<file path="config.mk">
export PLATFORM = sky130hd
export DESIGN_NAME = osc_settle_timer
export DESIGN_NICKNAME = d
export VERILOG_FILES = /design/src/rtl/osw_pkg.sv /design/src/rtl/osw_ctrl_reg.sv /design/src/rtl/osw_prescaler.sv /design/src/rtl/osw_sequencer.sv /design/src/rtl/osc_settle_timer.sv
export SDC_FILE = /design/constraint.sdc
export NUM_CORES = 1
export LEC_CHECK = 0
export ABC_AREA = 0
export BUFFER_PORTS_ARGS = -buffer_cell sky130_fd_sc_hd__buf_2
export CORE_ASPECT_RATIO = 1.25
export CORE_UTILIZATION = 49
export DETAILED_ROUTE_END_ITERATION = 10
export PLACE_DENSITY = 0.82
export SKIP_LAST_GASP = 1
export SYNTH_ARGS = -nofsm -noshare
export SYNTH_HDL_FRONTEND = slang
export SYNTH_HIERARCHICAL = 1
export SYNTH_SLANG_ARGS = --single-unit
</file>
<file path="constraint.sdc">
create_clock -name clk -period 5.23 [get_ports clk]
set_input_delay 0.523 -clock clk [delete_from_list [all_inputs] [get_ports clk]]
set_output_delay 0.523 -clock clk [all_outputs]
set_load 0.005 [all_outputs]
</file>
<file path="src/rtl/osw_pkg.sv">
package osw_pkg;

    localparam int SEL_W = 3;
    localparam int REG_W = 8;
    localparam int PRE_W = 14;

    typedef logic [SEL_W-1:0] sel_t;
    typedef logic [PRE_W-1:0] wrap_t;

    typedef enum logic [1:0] {
        ACC_BYTE = 2'b00,
        ACC_HALF = 2'b01,
        ACC_WORD = 2'b10,
        ACC_RSVD = 2'b11
    } acc_size_e;

    typedef enum logic [1:0] {
        ST_IDLE  = 2'b00,
        ST_COUNT = 2'b01,
        ST_DONE  = 2'b10
    } tmr_state_e;

    typedef struct packed {
        logic             wr;
        logic             rd;
        acc_size_e        size;
        logic [REG_W-1:0] wdata;
    } reg_req_t;

    // Terminal prescaler value (ratio - 1) for each select code.
    function automatic wrap_t wrap_of(sel_t code);
        wrap_t one = wrap_t'(1);
        case (code)
            3'd0:    return '0;
            3'd1:    return (one << 6)  - one;
            3'd2:    return (one << 7)  - one;
            3'd3:    return (one << 8)  - one;
            3'd4:    return (one << 9)  - one;
            3'd5:    return (one << 10) - one;
            3'd6:    return (one << 12) - one;
            default: return '1;
        endcase
    endfunction

endpackage

</file>
<file path="src/rtl/osw_ctrl_reg.sv">
module osw_ctrl_reg
    import osw_pkg::*;
(
    input  logic             clk,
    input  logic             clr,
    input  reg_req_t         req,
    output sel_t             sel_q,
    output logic [REG_W-1:0] rdata
);
    logic byte_acc;
    assign byte_acc = (req.size == ACC_BYTE);

    always_ff @(posedge clk) begin
        if (clr)
            sel_q <= '0;
        else if (req.wr && byte_acc)
            sel_q <= req.wdata[SEL_W-1:0];
    end

    always_comb begin
        rdata = '0;
        if (req.rd && byte_acc)
            rdata[SEL_W-1:0] = sel_q;
    end
endmodule

</file>
<file path="src/rtl/osw_prescaler.sv">
module osw_prescaler
    import osw_pkg::*;
(
    input  logic  clk,
    input  logic  clear,
    input  logic  run,
    input  wrap_t wrap,
    output logic  tick
);
    wrap_t pcnt;

    assign tick = run && (pcnt == wrap);

    always_ff @(posedge clk) begin
        if (clear)
            pcnt <= '0;
        else if (run)
            pcnt <= tick ? '0 : pcnt + wrap_t'(1);
    end
endmodule

</file>
<file path="src/rtl/osw_sequencer.sv">
module osw_sequencer
    import osw_pkg::*;
#(
    parameter int SETTLE_TICKS = 255
) (
    input  logic  clk,
    input  logic  kill,
    input  logic  wake,
    input  sel_t  sel_in,
    input  logic  tick,
    output logic  run,
    output wrap_t wrap_q,
    output logic  settled
);
    localparam int CNT_W = $clog2(SETTLE_TICKS + 1);
    localparam logic [CNT_W-1:0] LAST = CNT_W'(SETTLE_TICKS - 1);

    tmr_state_e       state;
    logic [CNT_W-1:0] tcnt;

    assign run     = (state == ST_COUNT);
    assign settled = (state == ST_DONE);

    always_ff @(posedge clk) begin
        if (kill) begin
            state  <= ST_IDLE;
            tcnt   <= '0;
            wrap_q <= '0;
        end else if (wake) begin
            state  <= ST_COUNT;
            tcnt   <= '0;
            wrap_q <= wrap_of(sel_in);
        end else if (run && tick) begin
            if (tcnt == LAST)
                state <= ST_DONE;
            tcnt <= tcnt + CNT_W'(1);
        end
    end
endmodule

</file>
<file path="src/rtl/osc_settle_timer.sv">
module osc_settle_timer
    import osw_pkg::*;
#(
    parameter int SETTLE_TICKS = 255
) (
    input  logic       clk,
    input  logic       rst_por,
    input  logic       rst_manual,
    input  logic       dstby_enter,
    input  logic       sstby_enter,
    input  logic       wake_req,
    input  logic       reg_wr,
    input  logic       reg_rd,
    input  logic [1:0] reg_size,
    input  logic [7:0] reg_wdata,
    output logic [7:0] reg_rdata,
    output logic       settled
);
    reg_req_t req;
    sel_t     sel_q;
    wrap_t    wrap_q;
    logic     tick;
    logic     run;
    logic     reg_clr;
    logic     kill;

    assign req     = '{wr: reg_wr, rd: reg_rd, size: acc_size_e'(reg_size), wdata: reg_wdata};
    assign reg_clr = rst_por || dstby_enter;
    assign kill    = reg_clr || rst_manual || sstby_enter;

    osw_ctrl_reg u_reg (
        .clk   (clk),
        .clr   (reg_clr),
        .req   (req),
        .sel_q (sel_q),
        .rdata (reg_rdata)
    );

    osw_sequencer #(.SETTLE_TICKS(SETTLE_TICKS)) u_seq (
        .clk     (clk),
        .kill    (kill),
        .wake    (wake_req),
        .sel_in  (sel_q),
        .tick    (tick),
        .run     (run),
        .wrap_q  (wrap_q),
        .settled (settled)
    );

    osw_prescaler u_pre (
        .clk   (clk),
        .clear (kill || wake_req),
        .run   (run),
        .wrap  (wrap_q),
        .tick  (tick)
    );
endmodule

</file>
==> Word level (Yosys, flattened, before mapping) <==
Cells that the tools add are included.
{ "op_classes": {"bitwise": 0, "n_shift": 0, "add_sub_neg": 2, "reduce_logical": 15, "mul": 0, "eq_ne": 10, "muxes": 6, "n_lt_le_gt_ge": 0, "div": 0} }
{ "ops": {"columns": ["cell", "count"], "rows": [
  ["one-hot mux 14 bit (7 select lines)", 1],
  ["adder 14 x 1 -> 14 bit (second input constant)", 1],
  ["equality test 14 bit", 1],
  ["two-way mux 14 bit", 1],
  ["equality test 3 bit (second input constant)", 3],
  ["adder 8 x 1 -> 8 bit (second input constant)", 1],
  ["equality test 8 bit (second input constant)", 1],
  ["equality test 3 x 2 -> 1 bit (second input constant)", 2],
  ["logical AND 1 bit", 4],
  ["logical OR 1 bit", 4],
  ["AND reduction 2 bit", 2],
  ["nonzero test 2 bit", 2],
  ["equality test 3 x 1 -> 1 bit (second input constant)", 1],
  ["zero test 3 bit", 1],
  ["two-way mux 1 bit", 3],
  ["two-way mux 3 bit", 1],
  ["equality test 2 x 1 -> 1 bit (second input constant)", 1],
  ["equality test 2 bit (second input constant)", 1],
  ["zero test 2 bit", 1],
  ["OR reduction 2 bit", 1]
]} }
{ "word_totals": {"latchBits": 0, "mem_count": 0, "wordCells": 39, "ram_bits": 0, "romBits": 0, "reg_bits": 41} }

==> Logic depth before layout (Yosys ltp) <==
{ "logic_depth": {"depth_word": 5, "ltp_mapped": 9} }

==> Cells and area by module <==
Netlist, hierarchy kept.
{ "modules_own_cells": {"columns": ["module", "n_inst", "cells_each", "area_per_inst_um2"], "rows": [
  ["osw_prescaler", 1, 89, 835.8],
  ["osw_sequencer", 1, 90, 780.7],
  ["osw_ctrl_reg", 1, 23, 210.2],
  ["osc_settle_timer", 1, 3, 23.8]
]} }

==> Worst setup path after synthesis <==
No wires, ideal clock.
{ "synth_path": {"path_kind": "flip-flop to flip-flop", "from": "reg u_seq.wrap_q[5]", "to": "reg u_seq.tcnt[4]", "synth_period_minus_slack_ps": 2283, "path_stages_with_launch": 10, "setup_slack_ps": 2947, "t_required_ps": 5160, "setup_ps": 70, "arrival_ps": 2213, "path_buffers": 3, "path_cell_list": "dfxtp_1 > buf_4 > xnor2_1 > nand4_1 > nor4_2 > buf_2 > nand4b_1 > buf_2 > or3_1 > a21oi_1"} }
{ "synth_between": {"elab_chain_len": 3} }
{ "synth_lines": {"columns": ["item", "line_no", "source"], "rows": [
  ["start: declaration", "osw_sequencer.sv:12", "output wrap_t wrap_q,"],
  ["start signal: assignment", "osw_sequencer.sv:32", "wrap_q <= wrap_of(sel_in);"],
  ["equality test 14 bit", "osw_prescaler.sv:12", "assign tick = run && (pcnt == wrap);"],
  ["logical AND 1 bit", "osw_prescaler.sv:12", null],
  ["net tick", "osc_settle_timer.sv:22", "logic tick;"],
  ["logical AND 1 bit", "osw_sequencer.sv:33", "end else if (run && tick) begin"],
  ["end signal: assignment", "osw_sequencer.sv:36", "tcnt <= tcnt + CNT_W'(1);"],
  ["end: declaration", "osw_sequencer.sv:19", "logic [CNT_W-1:0] tcnt;"]
]} }
The timed path passes the listed nets, and every way through them passes these cells.
A chain may end at the register's enable or synchronous reset.

==> Worst setup path after layout <==
{ "layout_path": {"from": "reg u_seq.wrap_q[5]", "to": "reg u_seq.tcnt[5]"} }
The elaborated chain is that of the path after synthesis.

==> impl_summary.md <==
Worst setup path
The endpoint identified for the worst register-to-register timing path is u_seq/tcnt[5]. The kind of end point of the critical path is a flip-flop. The critical path class is flip-flop to flip-flop. The logic depth of the worst path, buffers included is 6.

The category of cells accounting for the largest share of critical-path delay is simple AND/OR/NAND/NOR gates. Counting both buffers and inverters, the worst setup path holds a total of 0. Walking the worst path, the cells encountered are xnor2_1 -> nand4_1 -> nor4_2 -> nand4b_1 -> or4_1 -> a21oi_1. The arrival time at the worst endpoint is approximately 2.8 ns. The startpoint identified for the worst register-to-register timing path is u_seq/wrap_q[5]. The largest fanout of any net on the critical path is 12. The number of cells traversed by the worst register-to-register path is 6. The highest cell delay on the worst timing path is 0.59 ns. Among all stages on the critical path, the largest delay is contributed by sky130_fd_sc_hd__or4_1. The setup check on the worst reg-to-reg path leaves a slack of 2.68 ns. For the worst setup path, the data required time is 5.46 ns.

The sort of element at the start of the critical path is a flip-flop.

Yosys
The count of unique library cells instantiated by Yosys is 45. The cell area after synthesis is 1850 um^2. For this run, the register share of the synthesized area comes to 36.8%.

The number of enable-type register cells in the synthesized netlist is 0. After synthesis, the largest family of logic cells by area is simple AND/OR/NAND/NOR gates. In the synthesized netlist the async set-or-reset flop fraction comes to 0%. The register bit count reported by yosys is 34. The mux contribution to synthesized area is approximately 2.2%. The synthesized netlist devotes 28.9% of its cell area to simple gates. The share of the synthesized area in compound gates (AO/OA/AOI/OAI) is under 10%. Among all flip-flop cells after synthesis, the most frequent one is sky130_fd_sc_hd__dfxtp_1. The warning count from the yosys run is 6.

In this run the mean area of a mapped cell was 9.03 um^2. The fraction of synthesized cell area in xor and xnor cells is 12.8%. The adder-cell share of the synthesized area is 2.03%. The synthesized instance count is 205.

STA
The tightest slew margin relative to the limit is between 60% and 70%. At the pin with the least slew margin, the transition time is between 0.5 and 0.6 ns. Dividing the final minimum period by the clock period gives 48.7%. Final hold analysis gives a worst-case slack of slightly below 0.5 ns. The sum of negative setup slack is 0 ns. The maximum achievable frequency is just under 400 MHz. The final setup skew is 0.00442 ns. The number of max-slew violations in the final report is 0. The final hold violation count is 0. Setup repair after global routing left no endpoint under its margin. The final setup violation count is 0. Counting I/O delays and the setup requirement, the final critical path takes 2.55 ns.

Placed design
The placer congestion estimate is 0.871. Summed over all nets, the half-perimeter wirelength after detailed placement is roughly 2500 um. The count of buffers added on input and output ports is 16.

Worst hold path
The tightest min-delay check is of the input pin to flip-flop type. The worst hold path startpoint is reg_wdata[1]. The hold-critical path depth is 3.

The end of the worst hold path is u_reg/sel_q[1].

Floorplanning
The number of cell rows is 24. The width of the chip is around 57 um. In this run the vertical extent of the chip is 70.7 um. The core box area is around 3500 um^2.

During I/O placement, the number of pins put on the boundary was 27. The initial core utilization is between 50% and 60%. The overall die area is 4030 um^2.

Routing
The length of the first detailed-routing pass in iterations is 4. The violation count after the first detailed-routing iteration is just over 40. In the final routed layout, each cell accounts on average for 13.6 um. The routed design uses roughly 1800 um of met2 wire.

For this block, the routed nets add up to ~3400 um of wire. The highest layer used for signal routing is met4. Wire segments on met3 add up to 108 um in the final route. The detailed-route via count is 1447. For this run, design rule violations remaining after detail routing come to 0. The wire length on met1 is 1490 um. In the routed layout, each cell is associated on average with a via count of 5.72. The residual antenna-violating net count after detailed routing is 0.

Global route
The initial antenna violation count was 0. Entering global routing, the biggest net connects 15 pins. The first global-routing pass estimated 5870 um of wire. The leftover overflow at the end of global routing is 0. The number of global-route vias before repair is 1363. Global routing consumed, over all layers together, 18.7% of the routing resources.

Clock tree
The sink count of the clock tree is 34. The count of hold buffers inserted by post-cts repair is 0. The clock tree synthesis step divided the H-tree into 2 levels. CTS placed an instance of sky130_fd_sc_hd__clkbuf_8 at the clock tree root. After clock tree synthesis, the repair step resized 0 gates. The number of buffers inserted to repair setup after CTS is 0.

In this run the deepest clock path goes through 2 buffers. The number of clock buffers inserted by TritonCTS is 5. The clock reaches the later pin of the worst-skew pair after a little under 0.3 ns. TritonCTS built the clock tree. The clock transition at the registers of the reported paths is 0.07 ns.

Power and ir drop
The power density over cell area is approximately 250 nW/um^2. The leakage power figure is 0.671 nW. The highest ir drop seen on vdd is 169 uV.

Run status
The flow ran to the end, and the final reports show no timing, DRC or antenna violations.

Layout
The net count of the finished layout is 234. The diode insertion count for antenna repair is 0. The proportion of layout cells with a drive suffix above 1 is between 10% and 20%. Leaving out fill and tap cells, the most frequent cell in the layout is sky130_fd_sc_hd__dfxtp_1.

From synthesis to final layout, the design area changed by 6.29%. The library cells used most frequently in the layout, excluding fill and tap cells, are 34 x sky130_fd_sc_hd__dfxtp_1, 19 x sky130_fd_sc_hd__xnor2_1, 16 x sky130_fd_sc_hd__buf_2.

Job
Max-cap violations in this run came to 0.
-- worst min-delay path, delay by kind of cell --
family / cells / cell delay, ns
AND/OR/NAND/NOR: 1 / 0.05
buffers and inverters: 1 / 0.09
multiplexers: 1 / 0.06
-- report_power, final --
group,switching (W),internal (W),total [W]
registers,0.00000117,0.000259,0.000261
logic,0.0000101,0.00000808,0.0000182
clock network,0.0000989,0.000106,0.000205
total,0.000110,0.000373,0.000483
-- through the flow --
stage	instance area, um^2	total power (W)	utilization (%)	worst slack, ns	std cells
after CTS	1970	0.000487	55.5	2.67	253
after detailed placement	1870	0.000285	52.8	2.71	245
after global routing	1970	0.000501	55.5	2.49	253
after global placement	1870	0.000284	52.8	2.78	245
after floorplan	1870	0.000281	-	2.95	209
final	1970	0.000483	55.5	2.68	253
-- kinds of logic after synthesis --
| kind of cell | count (synthesis) |
|---|---|
| and+or+nand+nor | 86 |
| DFF | 34 |
| AOI/OAI and AO/OA | 28 |
| xor gates and xnor gates | 27 |
| buffers and inverters | 22 |
| muxes | 4 |
| adders and majority gates | 3 |
| other | 1 |
-- synthesized netlist by cell type, drive strengths merged (2+ instances only) --
cell type / number / area [um^2]
dfxtp: 34 / 681
xnor2: 19 / 166
buf: 16 / 115
a21oi: 12 / 60.1
nor3: 12 / 60.1
nand2: 11 / 48.8
nand4: 11 / 68.8
nor2: 10 / 37.5
nand2b: 8 / 50.1
xor2: 8 / 70.1
a211oi: 5 / 42.5
and3: 5 / 32.5
and4: 4 / 37.5
clkbuf: 4 / 15.0
mux2i: 4 / 40.0
nand3: 4 / 20.0
o31ai: 4 / 30.0
or4: 4 / 37.5
ha: 3 / 37.5
o21ai: 3 / 15.0
or2: 3 / 18.8
or3: 3 / 18.8
and2: 2 / 13.8
and2b: 2 / 17.5
inv: 2 / 7.51
nand4b: 2 / 17.5
nor3b: 2 / 26.3
o41ai: 2 / 17.5
-- registers in the layout (all words and copies together), names as in the netlist --
register / flops
u_pre/pcnt: 14
u_reg/sel_q: 3
u_seq/state: 2
u_seq/tcnt: 8
u_seq/wrap_q: 7
-- final cells by class --
class	count	area, um^2
fill	324	1580
multi-input combinational	153	1050
sequential	34	681
timing repair buffer	17	87.6
clock buffer	6	82.6
tap	39	48.8
clock inverter	2	12.5
inverter	2	7.51
-- worst max-delay path by stage --
stage | slack [ns] | to | from
2_1_floorplan | 2.95 | u_seq/tcnt[4] | u_seq/wrap_q[5]
3_3_place_gp | 2.78 | u_seq/tcnt[7] | u_seq/wrap_q[5]
3_5_place_dp | 2.71 | u_seq/tcnt[7] | u_seq/wrap_q[5]
4_1_cts | 2.67 | u_seq/tcnt[7] | u_seq/wrap_q[5]
5_1_grt | 2.49 | u_seq/tcnt[5] | u_seq/wrap_q[5]
6_report | 2.68 | u_seq/tcnt[5] | u_seq/wrap_q[5]
-- per-layer routing --
metal  global-route usage [%]  vias up
met2                     33.7       23
met4                     9.49        0
met5                        0        -
met3                     4.94        6
li1                         -      731
met1                     19.7      687
No activity file was read; power rests on OpenSTA's default activity.
